File: config.mk
export PLATFORM = sky130hd
export DESIGN_NAME = can_fault_confine
export DESIGN_NICKNAME = d
export VERILOG_FILES = /design/src/rtl/can_fc_pkg.sv /design/src/rtl/fc_tec_unit.sv /design/src/rtl/fc_rec_unit.sv /design/src/rtl/fc_state_dec.sv /design/src/rtl/can_fault_confine.sv
export SDC_FILE = /design/constraint.sdc
export NUM_CORES = 1
export LEC_CHECK = 0
export ABC_AREA = 1
export BUFFER_PORTS_ARGS = -buffer_cell sky130_fd_sc_hd__buf_2
export CAP_MARGIN = 0
export CORE_UTILIZATION = 40
export DETAILED_ROUTE_END_ITERATION = 12
export PLACE_DENSITY = 0.72
export SETUP_SLACK_MARGIN = 0.05
export SLEW_MARGIN = 10
export SYNTH_ARGS = -nofsm -noshare
export SYNTH_HDL_FRONTEND = slang
export SYNTH_SLANG_ARGS = --single-unit
export TNS_END_PERCENT = 1
File: constraint.sdc
create_clock -name clk -period 2.1 [get_ports clk]
set_input_delay 0.525 -clock clk [delete_from_list [all_inputs] [get_ports clk]]
set_output_delay 0.525 -clock clk [all_outputs]
set_load 0.005 [all_outputs]
File: src/rtl/can_fc_pkg.sv
package can_fc_pkg;
  typedef enum logic [1:0] {
    FC_ACTIVE  = 2'd0,
    FC_PASSIVE = 2'd1,
    FC_BUSOFF  = 2'd2
  } fc_state_e;
endpackage

File: src/rtl/fc_tec_unit.sv
module fc_tec_unit #(
  parameter int CNT_W    = 9,
  parameter int INC_STEP = 8
) (
  input  logic             clk,
  input  logic             rst,
  input  logic             tx_err,
  input  logic             ack_err,
  input  logic             flag_dom,
  input  logic             flag_done,
  input  logic             proto_exc,
  input  logic             tx_ok,
  input  logic             start,
  input  logic             is_passive,
  input  logic             is_busoff,
  output logic [CNT_W-1:0] tec_q,
  output logic [CNT_W-1:0] tec_d
);
  localparam logic [CNT_W:0]   CNT_MAX = {1'b0, {CNT_W{1'b1}}};
  localparam logic [CNT_W:0]   STEP    = (CNT_W+1)'(INC_STEP);

  logic             pend_q, pend_d;
  logic [CNT_W:0]   sum_w;
  logic [CNT_W-1:0] add_sat;

  // widened add, clamp to the counter maximum
  assign sum_w   = {1'b0, tec_q} + STEP;
  assign add_sat = (sum_w > CNT_MAX) ? CNT_MAX[CNT_W-1:0] : sum_w[CNT_W-1:0];

  always_comb begin
    tec_d  = tec_q;
    pend_d = pend_q;
    if (start) begin
      if (is_busoff) begin
        tec_d  = '0;
        pend_d = 1'b0;
      end
    end else if (!is_busoff) begin
      if (tx_err || (ack_err && !is_passive))
        tec_d = add_sat;
      else if (flag_dom && pend_q)
        tec_d = add_sat;
      else if (tx_ok && (tec_q != '0))
        tec_d = tec_q - 1'b1;

      if (ack_err && is_passive && !tx_err)
        pend_d = 1'b1;
      else if (flag_dom || flag_done || proto_exc || tx_ok || tx_err)
        pend_d = 1'b0;
    end
  end

  always_ff @(posedge clk) begin
    if (rst) begin
      tec_q  <= '0;
      pend_q <= 1'b0;
    end else begin
      tec_q  <= tec_d;
      pend_q <= pend_d;
    end
  end
endmodule

File: src/rtl/fc_rec_unit.sv
module fc_rec_unit #(
  parameter int CNT_W = 9
) (
  input  logic             clk,
  input  logic             rst,
  input  logic             rx_err,
  input  logic             rx_ok,
  input  logic             start,
  input  logic             is_busoff,
  output logic [CNT_W-1:0] rec_q,
  output logic [CNT_W-1:0] rec_d
);
  localparam logic [CNT_W-1:0] REC_MAX = {CNT_W{1'b1}};

  always_comb begin
    rec_d = rec_q;
    if (start) begin
      if (is_busoff) rec_d = '0;
    end else if (!is_busoff) begin
      if (rx_err) begin
        if (rec_q != REC_MAX) rec_d = rec_q + 1'b1;
      end else if (rx_ok && (rec_q != '0)) begin
        rec_d = rec_q - 1'b1;
      end
    end
  end

  always_ff @(posedge clk) begin
    if (rst) rec_q <= '0;
    else     rec_q <= rec_d;
  end
endmodule

File: src/rtl/fc_state_dec.sv
module fc_state_dec
  import can_fc_pkg::*;
#(
  parameter int CNT_W       = 9,
  parameter int PASSIVE_LIM = 127,
  parameter int BUSOFF_LIM  = 255
) (
  input  logic [CNT_W-1:0] tec,
  input  logic [CNT_W-1:0] rec,
  output fc_state_e        state
);
  localparam logic [CNT_W-1:0] P_LIM = CNT_W'(PASSIVE_LIM);
  localparam logic [CNT_W-1:0] B_LIM = CNT_W'(BUSOFF_LIM);

  always_comb begin
    if (tec > B_LIM)                       state = FC_BUSOFF;
    else if ((tec > P_LIM) || (rec > P_LIM)) state = FC_PASSIVE;
    else                                   state = FC_ACTIVE;
  end
endmodule

File: src/rtl/can_fault_confine.sv
module can_fault_confine
  import can_fc_pkg::*;
#(
  parameter int CNT_W       = 9,
  parameter int INC_STEP    = 8,
  parameter int PASSIVE_LIM = 127,
  parameter int BUSOFF_LIM  = 255
) (
  input  logic             clk,
  input  logic             rst,
  input  logic             tx_err_i,
  input  logic             ack_err_i,
  input  logic             flag_dom_i,
  input  logic             flag_done_i,
  input  logic             rx_err_i,
  input  logic             tx_ok_i,
  input  logic             rx_ok_i,
  input  logic             proto_exc_i,
  input  logic             start_i,
  output logic [CNT_W-1:0] tec_o,
  output logic [CNT_W-1:0] rec_o,
  output logic [1:0]       state_o
);
  fc_state_e        state_q, state_d;
  logic [CNT_W-1:0] tec_d, rec_d;
  logic             passive_w, busoff_w;

  assign passive_w = (state_q == FC_PASSIVE);
  assign busoff_w  = (state_q == FC_BUSOFF);

  fc_tec_unit #(.CNT_W(CNT_W), .INC_STEP(INC_STEP)) u_tec (
    .clk        (clk),
    .rst        (rst),
    .tx_err     (tx_err_i),
    .ack_err    (ack_err_i),
    .flag_dom   (flag_dom_i),
    .flag_done  (flag_done_i),
    .proto_exc  (proto_exc_i),
    .tx_ok      (tx_ok_i),
    .start      (start_i),
    .is_passive (passive_w),
    .is_busoff  (busoff_w),
    .tec_q      (tec_o),
    .tec_d      (tec_d)
  );

  fc_rec_unit #(.CNT_W(CNT_W)) u_rec (
    .clk       (clk),
    .rst       (rst),
    .rx_err    (rx_err_i),
    .rx_ok     (rx_ok_i),
    .start     (start_i),
    .is_busoff (busoff_w),
    .rec_q     (rec_o),
    .rec_d     (rec_d)
  );

  // state is decoded from next-cycle counters so it moves with them
  fc_state_dec #(
    .CNT_W(CNT_W), .PASSIVE_LIM(PASSIVE_LIM), .BUSOFF_LIM(BUSOFF_LIM)
  ) u_dec (
    .tec   (tec_d),
    .rec   (rec_d),
    .state (state_d)
  );

  always_ff @(posedge clk) begin
    if (rst) state_q <= FC_ACTIVE;
    else     state_q <= state_d;
  end

  assign state_o = state_q;
endmodule

# [Word level (Yosys, flattened, before mapping)]
# Cells that the tools add are included.
[word_totals] regBits=21
[classes] add_sub_neg=4 magnitude_cmp=4 n_eq_ne=5 muxes=20 n_reduce_logical=19
[op_table] cell="9-bit two-way mux" count=13
[op_table] cell="9-bit by 7-bit greater-than comparator with 1-bit output (second input constant)" count=2
[op_table] cell="9-bit nonzero test" count=2
[op_table] cell="9-bit by 1-bit subtractor with 9-bit output (second input constant)" count=2
[op_table] cell="9-bit by 4-bit adder with 10-bit output (second input constant)" count=1
[op_table] cell="10-bit by 9-bit greater-than comparator with 1-bit output (second input constant)" count=1
[op_table] cell="9-bit by 1-bit adder with 9-bit output (second input constant)" count=1
[op_table] cell="9-bit by 8-bit greater-than comparator with 1-bit output (second input constant)" count=1
[op_table] cell="9-bit != test (second input constant)" count=1
[op_table] cell="1-bit logical AND" count=6
[op_table] cell="1-bit logical OR" count=6
[op_table] cell="1-bit two-way mux" count=6
[op_table] cell="3-bit AND reduction" count=1
[op_table] cell="3-bit nonzero test" count=1
[op_table] cell="2-bit by 1-bit == test with 1-bit output (second input constant)" count=1
[op_table] cell="2-bit == test (second input constant)" count=1
[op_table] cell="1-bit zero test" count=2
[op_table] cell="2-bit two-way mux" count=1
[op_table] cell="2-bit by 1-bit != test with 1-bit output (second input constant)" count=1
[op_table] cell="2-bit != test (second input constant)" count=1
[op_table] cell="2-bit OR reduction" count=1

# [Logic depth before layout (Yosys ltp)]
[logic_depth] ltp_word=11 mapped_depth=13 depth_no_buf=13

# [By module]
# Synthesis repeated with hierarchy kept, for this count alone.
[unflattened] cells_unflattened=327 area_unflattened_um2=1889.3
[modules_own_cells] module="fc_tec_unit" instances=1 cells_per_inst=165 area_per_inst_um2=974.7 seq_area_each_um2=200.2
[modules_own_cells] module="fc_rec_unit" instances=1 cells_per_inst=148 area_per_inst_um2=828.3 seq_area_each_um2=180.2
[modules_own_cells] module="can_fault_confine" instances=1 cells_per_inst=10 area_per_inst_um2=70.1 seq_area_each_um2=40.0
[modules_own_cells] module="fc_state_dec" instances=1 cells_per_inst=4 area_per_inst_um2=16.3 seq_area_each_um2=0.0

# [Least setup slack after synthesis]
# No wires, ideal clock.
[synth_path] path_kind="register -> register" startpoint="register u_tec.tec_q[0]" endpoint="register u_tec.tec_q[2]" setup_time_ns=0.067 arrival_time_ns=1.437 setup_slack_ns=0.595 stages_incl_launch_ff=12 path_buffers=0 cell_sequence="dfxtp_1 -> inv_1 -> ha_1 -> nand2_1 -> nor2_2 -> nand3_2 -> nand2_2 -> inv_2 -> nand3_1 -> a21oi_1 -> o21ai_1 -> a21oi_2"
[synth_via] elab_chain_cells=7 word_cells_on_any_way=11 cone_classes="add/sub (2); order compare (1); mux (6); reduce/logical (2)"
[synth_lines] item="from (decl)" line="fc_tec_unit.sv:16" source="output logic [CNT_W-1:0] tec_q,"
[synth_lines] item="from (signal assigned)" line="fc_tec_unit.sv:58" source="tec_q <= tec_d;"
[synth_lines] item="9-bit by 4-bit adder with 10-bit output / 9-bit nonzero test (equally long branches)" line="fc_tec_unit.sv:27, fc_tec_unit.sv:43"
[synth_lines] item="10-bit by 9-bit greater-than comparator with 1-bit output / 1-bit logical AND (equally long branches)" line="fc_tec_unit.sv:28, fc_tec_unit.sv:43"
[synth_lines] item="9-bit two-way mux, on equally long branches" line="fc_tec_unit.sv:28, fc_tec_unit.sv:43"
[synth_lines] item="9-bit two-way mux" line="fc_tec_unit.sv:41" source="else if (flag_dom && pend_q)"
[synth_lines] item="9-bit two-way mux *" line="fc_tec_unit.sv:39" source="if (tx_err || (ack_err && !is_passive))"
[synth_lines] item="9-bit two-way mux *" line="fc_tec_unit.sv:38" source="end else if (!is_busoff) begin"
[synth_lines] item="9-bit two-way mux *" line="fc_tec_unit.sv:33" source="if (start) begin"
# Every way passes the cells marked *; elsewhere a longest branch is shown, timed or not.
# A chain may end at the register's enable or synchronous reset.

# [Worst setup path in the final report]
[layout_path] startpoint="register u_rec.rec_q[0]" endpoint="register u_rec.rec_q[4]"
[layout_via] elab_chain_cells=6 word_cells_on_any_way=10 cone_classes="add/sub (2); eq/ne (1); mux (5); reduce/logical (2)"
[layout_lines] item="from (decl)" line="fc_rec_unit.sv:10" source="output logic [CNT_W-1:0] rec_q,"
[layout_lines] item="from (signal assigned)" line="fc_rec_unit.sv:30" source="else rec_q <= rec_d;"
[layout_lines] item="branches (longest 3 deep; another with 9-bit by 1-bit subtractor with 9-bit output)"
[layout_lines] item="9-bit two-way mux *" line="fc_rec_unit.sv:20" source="if (rx_err) begin"
[layout_lines] item="9-bit two-way mux *" line="fc_rec_unit.sv:19" source="end else if (!is_busoff) begin"
[layout_lines] item="9-bit two-way mux *" line="fc_rec_unit.sv:17" source="if (start) begin"
# Mark *: on every way between the ends.

==> flow_metrics.py <==
metrics = {
    "run_status": {
        "status": "completed",
    },
    "routing": {
        "wire_per_inst_um": 11.9,
        "drt_pass1_iterations": 4,
        "dr_total_vias": 1827,
        "ant_nets": 0,
        "viasPerCell": 5.09,
        "drtIter0Drc": 96,
        "drt_wl_total_um": 4260,
        "drcViolationCount": 0,
    },
    "yosys": {
        "synth_cells": 277,
        "synth_area_mm2": 0.00170,
        "synth_warnings": 0,
        "postSynthNetCount": 293,
        "synth_area_per_cell_um2": 6.14,
        "yosysSeqAreaShare_pct": 24.7,
        "ys_types": 34,
        "synth-seq-cells": 21,
    },
    "clocking": {
        "cts_root_buf": "clkbuf_8",
        "cts_tree": "built",
        "numCtsBuffers": 3,
        "clk_latency_ns": 0.27,
        "path_clk_slew_ns": 0.08,
        "max-clock-path-buffers": 2,
        "post_cts_buffers": 0,
        "htreeDepth": 1,
        "cts_hold_buf": 0,
        "cts.sinks": 21,
        "postCtsResizedCells": 0,
    },
    "sta": {
        "setup_slack_ns": 0.404,
        "final.setup.tns_ns": 0,
        "min_period_ns": 1.70,
        "relSlewSlack_pct": 76.3,
        "final.setup_skew_ns": 0.00546,
        "timing.fmax_mhz": 590,
        "hold_viol": 0,
        "slew_viol_final": 0,
        "rsz0062_at_grt": "false",
        "post-route-period-util_pct": 80.8,
        "worstMarginPinSlew_ns": 0.355,
        "setup_viol": 0,
    },
    "setup_path": {
        "critPathRequiredTime_ns": 2.27,
        "reg2reg_to": "u_rec.rec_q[4]",
        "cp-start-kind": "flop",
        "r2r_setup_slack_ns": 0.40,
        "crit_slowest_cell": "dfxtp_1",
        "critPathCaptureType": "flop",
        "slowest_delay_ns": 0.44,
        "critPathArrivalTime_ns": 1.86,
        "critical_path_class": "reg2reg",
        "r2r_cells": 10,
        "crit_chain": "inv_1 > ha_1 > nand2_2 > nor2_2 > nand2_2 > nand2_4 > o21ai_0 > nand3_1 > o21ai_0 > a21oi_1",
        "rr_startpoint": "u_rec.rec_q[0]",
        "path_max_fanout": 8,
    },
    "placement": {
        "pre_cts_ws_ns": 0.379,
        "place_inst": 355,
        "hpwlAfterDp_um": 3210,
        "io_buffers": 30,
        "gp_congestion": 0.944,
    },
    "floorplanning": {
        "die_height_um": 67.2,
        "io_pins": 31,
        "core.rowCount": 23,
        "initial_core_util_pct": 42.2,
        "die_w_um": 67.2,
        "dieArea_mm2": 0.00452,
        "core_mm2": 0.00403,
    },
    "worst_hold_path": {
        "min_to": "u_tec.pend_q",
        "whs_path_depth": 2,
        "hp-class": "reg2reg",
        "hp-start": "u_tec.pend_q",
    },
    "grt": {
        "grt_max_degree": 19,
        "grt-ovfl-total": 0,
        "grt_pass1_wl_um": 7080,
        "grt_usage_pct": 20.7,
        "grt_pass1_vias": 1574,
        "antenna_found_initial": 0,
    },
    "layout": {
        "final_cell_mix": "72 x nand2_1, 32 x nand3_1, 30 x buf_2, 26 x nor2_1, 21 x dfxtp_1",
        "post-route-util_pct": 48.6,
        "fin_cells": 359,
        "final_common_cell": "nand2_1",
        "drive_above_1_share_pct": 25.2,
        "area_growth_pct": 15.1,
        "nets": 326,
        "insertedDiodeCount": 0,
    },
    "pwr": {
        "leakage_nw": 0.939,
        "peakVddDrop_v": 0.000367,
        "total_power_mw": 1.14,
        "power_density_mw_per_mm2": 582,
    },
    "job": {
        "max_cap_viol_count": 0,
    },
}
## worst max path at each step
stage	startpoint	end	slack [ns]
4_1_cts	u_rec.rec_q[0]	u_rec.rec_q[4]	0.39
2_1_floorplan	u_tec.tec_q[0]	u_tec.tec_q[2]	0.60
5_1_grt	u_tec.tec_q[0]	u_tec.tec_q[0]	0.20
3_3_place_gp	flag_dom_i	state_o[0]	0.38
6_report	u_rec.rec_q[0]	u_rec.rec_q[4]	0.40
3_5_place_dp	tx_err_i	state_o[0]	0.38
## synthesized netlist by cell type (all sizes together)
cell type,n,area [um^2]
o211ai,2,15.0
nand2,80,325
dfxtp,21,420
inv,31,116
ha,5,62.6
a22oi,2,15.0
clkinv,1,3.75
nand3b,1,7.51
nand3,35,198
nor3,6,46.3
xor2,3,26.3
and2,1,8.76
a21oi,21,113
o21ai,17,88.8
a31oi,2,12.5
buf,4,25.0
a21o,1,7.51
nor2,37,171
clkbuf,2,7.51
nand4,5,31.3
## final cells by class
class                   instances  area [um^2]
flip-flops and latches         21          420
fillers                       429         2070
well taps                      50         62.6
clock buffers                   3         41.3
inverters                      32          120
clock inverters                 1         5.00
multi-input cells             218         1130
repair buffers                 34          180
## stage by stage
step                cell area, um^2  hold slack, ns
finish                         1960           0.492
detailed placement             1910           0.480
floorplan                      1700           0.450
global route                   1960           0.526
global placement               1910           0.467
CTS                            1960           0.497
## critical path: cells and delay by family (launching register included)
family                     cells  cell delay [ns]
and+or+nand+nor                5             0.40
buffers and inverters          1             0.10
AOI/OAI and AO/OA              3             0.40
DFF                            1             0.44
adders and majority gates      1             0.25
## where the power goes
| part | leakage, nW | total, mW | switching [mW] | internal, mW |
|---|---|---|---|---|
| combinational | 0.742 | 0.394 | 0.245 | 0.149 |
| sequential | 0.171 | 0.467 | 0.0422 | 0.425 |
| clock | 0.0255 | 0.277 | 0.145 | 0.133 |
## routing by layer
metal	vias up	global-route usage (%)	share of wire [%]
met2	45	35.8	49
li1	973	-	-
met5	-	0	0
met1	800	25.9	45
met4	0	6.65	1.6
met3	9	3.55	4.1
## flip-flops by register name, indices dropped and copies added, names as in the netlist
name	flops
u_tec.pend_q	1
u_tec.tec_q	9
state_o	2
u_rec.rec_q	9
## logic make-up after synthesis
group,count (synthesis),share of synthesized area (%)
xor+xnor,3,1.54
simple gates,165,46.3
fa+ha+maj,5,3.68
flops,21,24.7
compound gates,45,14.8
buf+inv,38,8.97
Note: power is estimated with default switching activity, not from simulation.
